**src/rtl/vdma_pkg.sv**
```systemverilog
package vdma_pkg;

   typedef enum logic [1:0] {
      MODE_BUS_LO = 2'b00,
      MODE_BUS_HI = 2'b01,
      MODE_FILL   = 2'b10,
      MODE_COPY   = 2'b11
   } vdma_mode_e;

   localparam logic [3:0] TGT_MAIN   = 4'b0001;
   localparam logic [3:0] TGT_COLOR  = 4'b0011;
   localparam logic [3:0] TGT_SCROLL = 4'b0101;

   localparam logic [1:0] SEL_MAIN   = 2'd0;
   localparam logic [1:0] SEL_COLOR  = 2'd1;
   localparam logic [1:0] SEL_SCROLL = 2'd2;

   localparam int CMD_GO_BIT = 5;

   function automatic logic mode_is_bus(input vdma_mode_e m);
      return (m == MODE_BUS_LO) || (m == MODE_BUS_HI);
   endfunction

endpackage

```
**src/rtl/vdma_refresh_decode.sv**
```systemverilog
module vdma_refresh_decode #(
   parameter int SLOT_W       = 8,
   parameter int REFRESH_TAIL = 210
) (
   input  logic [SLOT_W-1:0] slot,
   input  logic              wide,
   output logic              is_refresh
);
   localparam int N_WIDE   = 6;
   localparam int N_NARROW = 5;
   localparam int WIDE_SLOTS   [N_WIDE]   = '{37, 69, 102, 133, 165, 197};
   localparam int NARROW_SLOTS [N_NARROW] = '{24, 56, 88, 120, 152};

   logic [N_WIDE-1:0]   hit_wide;
   logic [N_NARROW-1:0] hit_narrow;
   logic                hit_tail;

   for (genvar i = 0; i < N_WIDE; i++) begin : g_wide
      assign hit_wide[i] = (int'(slot) == WIDE_SLOTS[i]);
   end

   for (genvar j = 0; j < N_NARROW; j++) begin : g_narrow
      assign hit_narrow[j] = (int'(slot) == NARROW_SLOTS[j]);
   end

   if (REFRESH_TAIL < (1 << SLOT_W)) begin : g_tail
      assign hit_tail = (int'(slot) >= REFRESH_TAIL);
   end else begin : g_no_tail
      assign hit_tail = 1'b0;
   end

   assign is_refresh = wide ? ((|hit_wide) | hit_tail) : (|hit_narrow);

endmodule

```
**src/rtl/vdma_source_mux.sv**
```systemverilog
module vdma_source_mux
   import vdma_pkg::*;
#(
   parameter int DATA_W       = 16,
   parameter int ADDR_W       = 16,
   parameter int CRAM_DEPTH   = 64,
   parameter int SCROLL_DEPTH = 40
) (
   input  vdma_mode_e        mode,
   input  logic [3:0]        target,
   input  logic [7:0]        src_mid,
   input  logic [7:0]        src_lo,
   input  logic [DATA_W-1:0] fill_word,
   input  logic [DATA_W-1:0] ext_data,
   input  logic [DATA_W-1:0] loc_data,
   input  logic              step_ok,
   input  logic              bus_ok,
   input  logic              idle_flag,
   output logic              fire,
   output logic [DATA_W-1:0] value,
   output logic              partial,
   output logic              ext_rd,
   output logic              loc_rd,
   output logic [1:0]        loc_sel,
   output logic [ADDR_W-1:0] loc_addr,
   output logic              consume
);
   localparam logic [7:0] CRAM_MASK = 8'(CRAM_DEPTH - 1);
   localparam int         HI_LSB    = DATA_W - 8;

   logic [5:0] scroll_idx;
   assign scroll_idx = src_lo[5:0];

   always_comb begin
      fire     = 1'b0;
      value    = '0;
      partial  = 1'b0;
      ext_rd   = 1'b0;
      loc_rd   = 1'b0;
      loc_sel  = SEL_MAIN;
      loc_addr = '0;
      consume  = 1'b0;
      unique case (mode)
         MODE_BUS_LO, MODE_BUS_HI: begin
            if (step_ok && bus_ok) begin
               ext_rd = 1'b1;
               fire   = 1'b1;
               value  = ext_data;
            end
         end
         MODE_FILL: begin
            if (step_ok) begin
               fire    = 1'b1;
               partial = 1'b1;
               if (target == TGT_MAIN) begin
                  value = DATA_W'(fill_word[DATA_W-1:HI_LSB]);
               end else begin
                  value = fill_word;
               end
            end
         end
         MODE_COPY: begin
            if (step_ok && idle_flag) begin
               fire    = 1'b1;
               consume = 1'b1;
               case (target)
                  TGT_MAIN: begin
                     loc_rd   = 1'b1;
                     loc_sel  = SEL_MAIN;
                     loc_addr = ADDR_W'({src_mid, src_lo});
                     value    = loc_data;
                  end
                  TGT_COLOR: begin
                     loc_rd   = 1'b1;
                     loc_sel  = SEL_COLOR;
                     loc_addr = ADDR_W'(src_lo & CRAM_MASK);
                     value    = loc_data;
                  end
                  TGT_SCROLL: begin
                     if (int'(scroll_idx) < SCROLL_DEPTH) begin
                        loc_rd   = 1'b1;
                        loc_sel  = SEL_SCROLL;
                        loc_addr = ADDR_W'(scroll_idx);
                        value    = loc_data;
                     end else begin
                        value = '0;
                     end
                  end
                  default: value = '0;
               endcase
            end
         end
         default: ;
      endcase
   end

endmodule

```
**src/rtl/vdma_pointer_regs.sv**
```systemverilog
module vdma_pointer_regs #(
   parameter int SRC_W  = 24,
   parameter int LEN_W  = 16,
   parameter int ADDR_W = 16,
   parameter int INC_W  = 8
) (
   input  logic              clk,
   input  logic              rst_n,
   input  logic              load,
   input  logic [SRC_W-1:0]  load_src,
   input  logic [LEN_W-1:0]  load_len,
   input  logic [ADDR_W-1:0] load_dest,
   input  logic [INC_W-1:0]  load_inc,
   input  logic              advance,
   output logic [SRC_W-1:0]  src,
   output logic [ADDR_W-1:0] dest,
   output logic [LEN_W-1:0]  len,
   output logic              last_step
);
   logic [INC_W-1:0] inc_q;

   always_ff @(posedge clk) begin
      if (!rst_n) begin
         src   <= '0;
         dest  <= '0;
         len   <= '0;
         inc_q <= '0;
      end else if (load) begin
         src   <= load_src;
         dest  <= load_dest;
         len   <= load_len;
         inc_q <= load_inc;
      end else if (advance) begin
         src[15:0] <= src[15:0] + 16'd1;
         dest      <= dest + ADDR_W'(inc_q);
         len       <= len - LEN_W'(1);
      end
   end

   assign last_step = (len == LEN_W'(1));

endmodule

```
**src/rtl/vdma_source_engine.sv**
```systemverilog
module vdma_source_engine
   import vdma_pkg::*;
#(
   parameter int SLOT_W       = 8,
   parameter int TS_W         = 8,
   parameter int LATENCY      = 3,
   parameter int LEN_W        = 16,
   parameter int ADDR_W       = 16,
   parameter int DATA_W       = 16,
   parameter int INC_W        = 8,
   parameter int CMD_W        = 6,
   parameter int CRAM_DEPTH   = 64,
   parameter int SCROLL_DEPTH = 40,
   parameter int REFRESH_TAIL = 210
) (
   input  logic              clk,
   input  logic              rst_n,
   input  logic              slot_en,
   input  logic [SLOT_W-1:0] slot_num,
   input  logic              wide_mode,
   input  logic              unused_slot,
   input  logic              cfg_load,
   input  logic [23:0]       cfg_src,
   input  logic [LEN_W-1:0]  cfg_len,
   input  logic [INC_W-1:0]  cfg_inc,
   input  logic [ADDR_W-1:0] cfg_dest,
   input  logic [CMD_W-1:0]  cfg_cmd,
   input  logic              dp_wr,
   input  logic [DATA_W-1:0] dp_data,
   output logic              dp_refused,
   output logic              ext_rd,
   output logic [22:0]       ext_addr,
   input  logic [DATA_W-1:0] ext_data,
   output logic              loc_rd,
   output logic [1:0]        loc_sel,
   output logic [ADDR_W-1:0] loc_addr,
   input  logic [DATA_W-1:0] loc_data,
   input  logic              q_full,
   output logic              q_push,
   output logic [ADDR_W-1:0] q_addr,
   output logic [DATA_W-1:0] q_data,
   output logic [CMD_W-1:0]  q_cmd,
   output logic              q_partial,
   output logic [TS_W-1:0]   q_due,
   output logic              busy,
   output logic [LEN_W-1:0]  len_left,
   output logic [CMD_W-1:0]  cmd_now,
   output logic [ADDR_W-1:0] dest_now
);
   localparam int SRC_W = 24;
   localparam logic [CMD_W-1:0] CMD_KEEP = CMD_W'(4'hF);

   if (DATA_W != 16) begin : g_bad_data
      $error("vdma_source_engine: DATA_W must be 16");
   end
   if (CMD_W <= CMD_GO_BIT) begin : g_bad_cmd
      $error("vdma_source_engine: CMD_W too small for the go bit");
   end
   if ((CRAM_DEPTH & (CRAM_DEPTH - 1)) != 0 || CRAM_DEPTH > 256) begin : g_bad_cram
      $error("vdma_source_engine: CRAM_DEPTH must be a power of two up to 256");
   end
   if (SCROLL_DEPTH > 64 || SCROLL_DEPTH < 1) begin : g_bad_scroll
      $error("vdma_source_engine: SCROLL_DEPTH must be 1..64");
   end
   if (LATENCY >= (1 << TS_W)) begin : g_bad_lat
      $error("vdma_source_engine: LATENCY does not fit TS_W");
   end
   if (SLOT_W < 8) begin : g_bad_slot
      $error("vdma_source_engine: SLOT_W must hold slot 255");
   end

   logic [SRC_W-1:0]  src_q;
   logic [ADDR_W-1:0] dest_q;
   logic [LEN_W-1:0]  len_q;
   logic              last_step;
   logic              busy_q;
   logic [CMD_W-1:0]  cmd_q;
   logic [DATA_W-1:0] fill_word_q;
   logic              idle_flag_q;
   logic [TS_W-1:0]   ts_q;
   vdma_mode_e        mode_w;

   logic ref_now, ref_prev, bus_ok, step_ok;
   logic fire, consume, partial_w;
   logic [DATA_W-1:0] value_w;
   logic dp_accept, fill_go, cfg_go;

   assign mode_w = vdma_mode_e'(src_q[23:22]);

   vdma_refresh_decode #(.SLOT_W(SLOT_W), .REFRESH_TAIL(REFRESH_TAIL)) u_ref_now (
      .slot(slot_num), .wide(wide_mode), .is_refresh(ref_now)
   );

   vdma_refresh_decode #(.SLOT_W(SLOT_W), .REFRESH_TAIL(REFRESH_TAIL)) u_ref_prev (
      .slot(slot_num - SLOT_W'(1)), .wide(wide_mode), .is_refresh(ref_prev)
   );

   assign bus_ok  = (slot_num == '0) || !ref_prev;
   assign step_ok = slot_en && busy_q && !ref_now && !q_full;

   vdma_source_mux #(
      .DATA_W(DATA_W), .ADDR_W(ADDR_W),
      .CRAM_DEPTH(CRAM_DEPTH), .SCROLL_DEPTH(SCROLL_DEPTH)
   ) u_mux (
      .mode(mode_w), .target(cmd_q[3:0]),
      .src_mid(src_q[15:8]), .src_lo(src_q[7:0]),
      .fill_word(fill_word_q), .ext_data(ext_data), .loc_data(loc_data),
      .step_ok(step_ok), .bus_ok(bus_ok), .idle_flag(idle_flag_q),
      .fire(fire), .value(value_w), .partial(partial_w),
      .ext_rd(ext_rd), .loc_rd(loc_rd), .loc_sel(loc_sel), .loc_addr(loc_addr),
      .consume(consume)
   );

   vdma_pointer_regs #(
      .SRC_W(SRC_W), .LEN_W(LEN_W), .ADDR_W(ADDR_W), .INC_W(INC_W)
   ) u_ptr (
      .clk(clk), .rst_n(rst_n),
      .load(cfg_load), .load_src(cfg_src), .load_len(cfg_len),
      .load_dest(cfg_dest), .load_inc(cfg_inc),
      .advance(fire),
      .src(src_q), .dest(dest_q), .len(len_q), .last_step(last_step)
   );

   assign dp_refused = dp_wr && busy_q && (mode_w != MODE_FILL);
   assign dp_accept  = dp_wr && !dp_refused;
   assign fill_go    = dp_accept && cmd_q[CMD_GO_BIT] && (mode_w == MODE_FILL);
   assign cfg_go     = cfg_load && cfg_cmd[CMD_GO_BIT] &&
                       (vdma_mode_e'(cfg_src[23:22]) != MODE_FILL);

   always_ff @(posedge clk) begin
      if (!rst_n) begin
         busy_q      <= 1'b0;
         cmd_q       <= '0;
         fill_word_q <= '0;
         idle_flag_q <= 1'b0;
         ts_q        <= '0;
      end else begin
         if (slot_en) ts_q <= ts_q + TS_W'(1);
         if (dp_accept) fill_word_q <= dp_data;
         if (consume) idle_flag_q <= 1'b0;
         if (unused_slot) idle_flag_q <= 1'b1;
         if (fire && last_step) begin
            busy_q <= 1'b0;
            cmd_q  <= cmd_q & CMD_KEEP;
         end
         if (cfg_load) begin
            cmd_q <= cfg_cmd;
            if (cfg_go) busy_q <= 1'b1;
         end
         if (fill_go) busy_q <= 1'b1;
      end
   end

   assign q_push    = fire;
   assign q_addr    = dest_q;
   assign q_data    = value_w;
   assign q_cmd     = cmd_q;
   assign q_partial = partial_w;
   assign q_due     = ts_q + TS_W'(LATENCY);

   assign ext_addr  = src_q[22:0];
   assign busy      = busy_q;
   assign len_left  = len_q;
   assign cmd_now   = cmd_q;
   assign dest_now  = dest_q;

endmodule

```
**config.mk**
```make
export PLATFORM = sky130hd
export DESIGN_NAME = vdma_source_engine
export DESIGN_NICKNAME = d
export VERILOG_FILES = /design/src/rtl/vdma_pkg.sv /design/src/rtl/vdma_refresh_decode.sv /design/src/rtl/vdma_source_mux.sv /design/src/rtl/vdma_pointer_regs.sv /design/src/rtl/vdma_source_engine.sv
export SDC_FILE = /design/constraint.sdc
export NUM_CORES = 1
export LEC_CHECK = 0
export ABC_AREA = 1
export BUFFER_PORTS_ARGS = -buffer_cell sky130_fd_sc_hd__buf_2
export CAP_MARGIN = 0
export CORE_MARGIN = 10
export CORE_UTILIZATION = 30
export CTS_BUF_LIST = sky130_fd_sc_hd__clkbuf_4 sky130_fd_sc_hd__clkbuf_8 sky130_fd_sc_hd__clkbuf_16
export DETAILED_ROUTE_END_ITERATION = 16
export GPL_TIMING_DRIVEN = 0
export PLACE_DENSITY = 0.64
export REMOVE_ABC_BUFFERS = 1
export SKIP_LAST_GASP = 1
export SLEW_MARGIN = 15
export SYNTH_ARGS = -nofsm -noshare
export SYNTH_HDL_FRONTEND = slang
export SYNTH_SLANG_ARGS = --single-unit
```
**constraint.sdc**
```tcl
create_clock -name clk -period 4.15 [get_ports clk]
set_clock_uncertainty 0.1 [all_clocks]
set_input_delay 0.6225 -clock clk [delete_from_list [all_inputs] [get_ports clk]]
set_output_delay 0.6225 -clock clk [all_outputs]
set_load 0.01 [all_outputs]
```
==> impl_metrics.toml <==
[detailed_routing]
drt-vias-per-instance = 4.76
detail_route.first_pass.iterations = 5
wl_per_cell_um = 15.6
detail_route.wirelength_um = 23100
total_number_of_vias = 7079
final_antenna_violating_net_count = 0
drt_drc_violations_left = 0
first_iter_violations = 366

[sta]
final_min_period_over_clock_period_pct = 93.4
tightestPinTransition_ns = 0.923
grt_setup_unrepaired = "no"
report.final.setup_viol = 0
fmax_mhz = 258
max-slew-margin-rel_pct = 38.3
timing.final.ws_setup_ns = 0.274
finalHoldViolations = 0
finalCriticalPeriod_ns = 3.88
report.final.slew_viol_count = 0

[setup_path]
timing.critical_path.required_ns = 3.43
worstPathArrival_ns = 3.15
bufs_and_invs_on_worst_path = 5
crit_path_max_incr_delay_ns = 0.49
worstPathCellList = "buf_2 -> inv_1 -> ha_1 -> nand2_1 -> nor3_1 -> a311oi_1 -> nand2_1 -> inv_1 -> nand2_1 -> a21oi_4 -> buf_12 -> a22oi_1 -> nand2_1 -> buf_2"
setup.worst_path.end_class = "output port"
path_class = "input pin to output port"
timing.critical_path.mode_cell = "nand2_1"
startpoint_type = "input pin"
timing.critical_path.fanout_max = 17
critical_path.top_delay_family = "simple AND/OR/NAND/NOR gates"
timing.critical_path.slowest_stage_cell = "nand2_1"

[finish]
layout.cell_area.non_filler_um2 = 8070
nFillCells = 2302
post_layout_utilization_of_the_core_pct = 38.1
final_cell_mix = "buf_2 (262), nor2_1 (177), nand2_1 (167), inv_1 (101), dfxtp_1 (96)"
flow.area_growth_from_synthesis_pct = 24.3
layout-drive-gt1-share_pct = 26.2
multiInputGateArea_um2 = 3660
number_of_non_filler_instances_in_the_completed_layout = 1486
area.sequential_um2 = 1920
most_common_library_cell_in_the_layout_ignoring_fill_and_taps = "buf_2"
finalNetCount = 1356

[worst_hold_path]
hold_class = "register to register"

[die]
fp.dieW_um = 167
floorplan.die_area_um2 = 27900
num_rows = 53
core_ar_um2 = 21200
pin_count = 265
initial_core_util_pct = 30.7
floorplan.die.height_um = 167

[placed_design]
place.detailed.instances = 1464
routabilityCongestion = 0.852
placedInstanceArea_um2 = 7690
dp_worst_setup_slack_ns = -0.194
dp_hpwl_um = 17300
place.port_buffers = 264

[synthesis]
ys_ff_latch = 96
top_flip_flop_cell_by_instance_count_after_synthesis = "dfxtp_1"
syn_inst = 1008
netlist-cell-type-count = 42
postSynth.asyncResetShare_pct = 0
synth-edff-count = 0
synth_seq_area_share_pct = 29.6
total_standard_cell_area_after_synthesis_um2 = 6490
synth.yosys.warnings = 0
syn_area_per_cell_um2 = 6.44

[clock_network]
max-clock-path-buffers = 2
cts_made_buffers = 9
number_of_levels_the_h_tree_was_split_into = 3
cts.hold.buffers_added = 0
cts_root_buffer = "clkbuf_16"
clk_pin_slew_ns = 0.08
cts.sinks = 96
worstSkewPairLatency_ns = 0.35
cts_tree = "done"

[grt]
globalRouteOverflowTotal = 0
grt_pass1_wl_um = 37100
grt_usage_pct = 15.9
grt_antenna_before_repair = 4
grt_pass1_vias = 7017
maximum_number_of_pins_on_one_net_before_global_route_repair = 79

[power]
p_leak_nw = 4.07
power.total_mw = 2.51
worst_ir_drop_vdd_mv = 0.168
powerDensity_nw_per_um2 = 310

[run]
max_cap_violations = 0

[run_status]
result_of_the_run = "finished clean"
## state kept, by name (all words and copies together) (netlist names)
register and count:
u_ptr.src 24, fill_word_q 16, u_ptr.dest 16, u_ptr.len 16, ts_q 8, u_ptr.inc_q 8, cmd_now 6, busy 1
idle_flag_q 1
## timing repair
item / 4_1_cts / 5_1_grt
setup buffers: 0 / 2
setup endpoints to repair: 17 / 22
gates resized for setup: 1 / 2
## worst reg2reg max path, delay by kind of cell, from the launching register on
family	cells	cell delay [ns]
AND/OR/NAND/NOR	4	0.80
AO/OA/AOI/OAI	2	0.79
adder cells (fa/ha/maj)	2	0.62
flip-flops	1	0.38
XOR/XNOR	1	0.15
buffers and inverters	2	0.13
## power breakdown
group | switching (mW) | internal [mW]
clock | 0.418 | 0.482
combinational | 0.331 | 0.220
sequential | 0.0664 | 0.988
total | 0.815 | 1.69
## final cells by class
cell class	instances	area share [%]
Multi-Input combinational cell	721	45.3
Sequential cell	96	23.8
Timing Repair Buffer	268	17.6
Inverter	106	5.01
Tap cell	275	4.26
Clock buffer	9	2.79
Clock inverter	7	1.09
Antenna cell	4	0.124
## cell families (layout without fill, tap and decap cells)
group | Yosys count | in the layout | share of synthesized area (%)
DFF | 96 | 96 | 29.6
and+or+nand+nor | 484 | 484 | 32.2
AOI/OAI and AO/OA | 185 | 185 | 15.6
xor gates and xnor gates | 32 | 32 | 4.32
buffers and inverters | 191 | 390 | 14.3
adders and majority gates | 20 | 20 | 3.97
other | 0 | 4 | 0
## cell usage after synthesis (all sizes together) (2+ instances only)
library cell | number | share of area, %
clkinv | 2 | 0.12
clkbuf | 26 | 1.5
nand3 | 53 | 4.2
nor3b | 4 | 0.46
nor2 | 185 | 11
a31oi | 3 | 0.29
o21ai | 107 | 8.3
o211ai | 9 | 1.0
xor2 | 26 | 3.5
o31ai | 3 | 0.35
dfxtp | 96 | 30
ha | 19 | 3.7
xnor2 | 6 | 0.81
inv | 104 | 6.0
nand2 | 173 | 10
nand4 | 18 | 1.7
a21oi | 49 | 4.0
nor3 | 40 | 3.2
or2 | 6 | 0.58
a211oi | 2 | 0.23
buf | 59 | 6.7
a22oi | 8 | 0.93
nor4 | 4 | 0.39
## per-stage QoR
stage / hold WS [ns] / setup TNS [ns]
global placement: 0.366 / -85.37
floorplan: 0.344 / 0
CTS: 0.366 / 0
global route: 0.388 / 0
finish: 0.382 / 0
detailed placement: 0.372 / -1.34
## metal layers
| layer | share of wire, % | GRT usage, % | routed length (um) | vias up |
|---|---|---|---|---|
| met1 | 45 | 19.1 | 10400 | 3198 |
| li1 | - | - | - | 3628 |
| met2 | 45 | 26.2 | 10500 | 236 |
| met4 | 0.74 | 2.90 | 172 | 4 |
| met5 | 0.091 | 0 | 21 | - |
| met3 | 9.0 | 6.37 | 2090 | 13 |
## path summary, 6_finish.rpt
check | startpoint | endpoint | slack [ns] | cells past startpoint
worst min register to register | fill_word_q[9] | fill_word_q[9] | 0.38 | 2
worst min-delay path | fill_word_q[9] | fill_word_q[9] | 0.38 | 2
worst max-delay path | slot_num[0] | q_data[0] | 0.27 | 14
worst max register to register | u_ptr.dest[0] | u_ptr.dest[14] | 1.07 | 11
No activity file was read; power rests on OpenSTA's default activity.
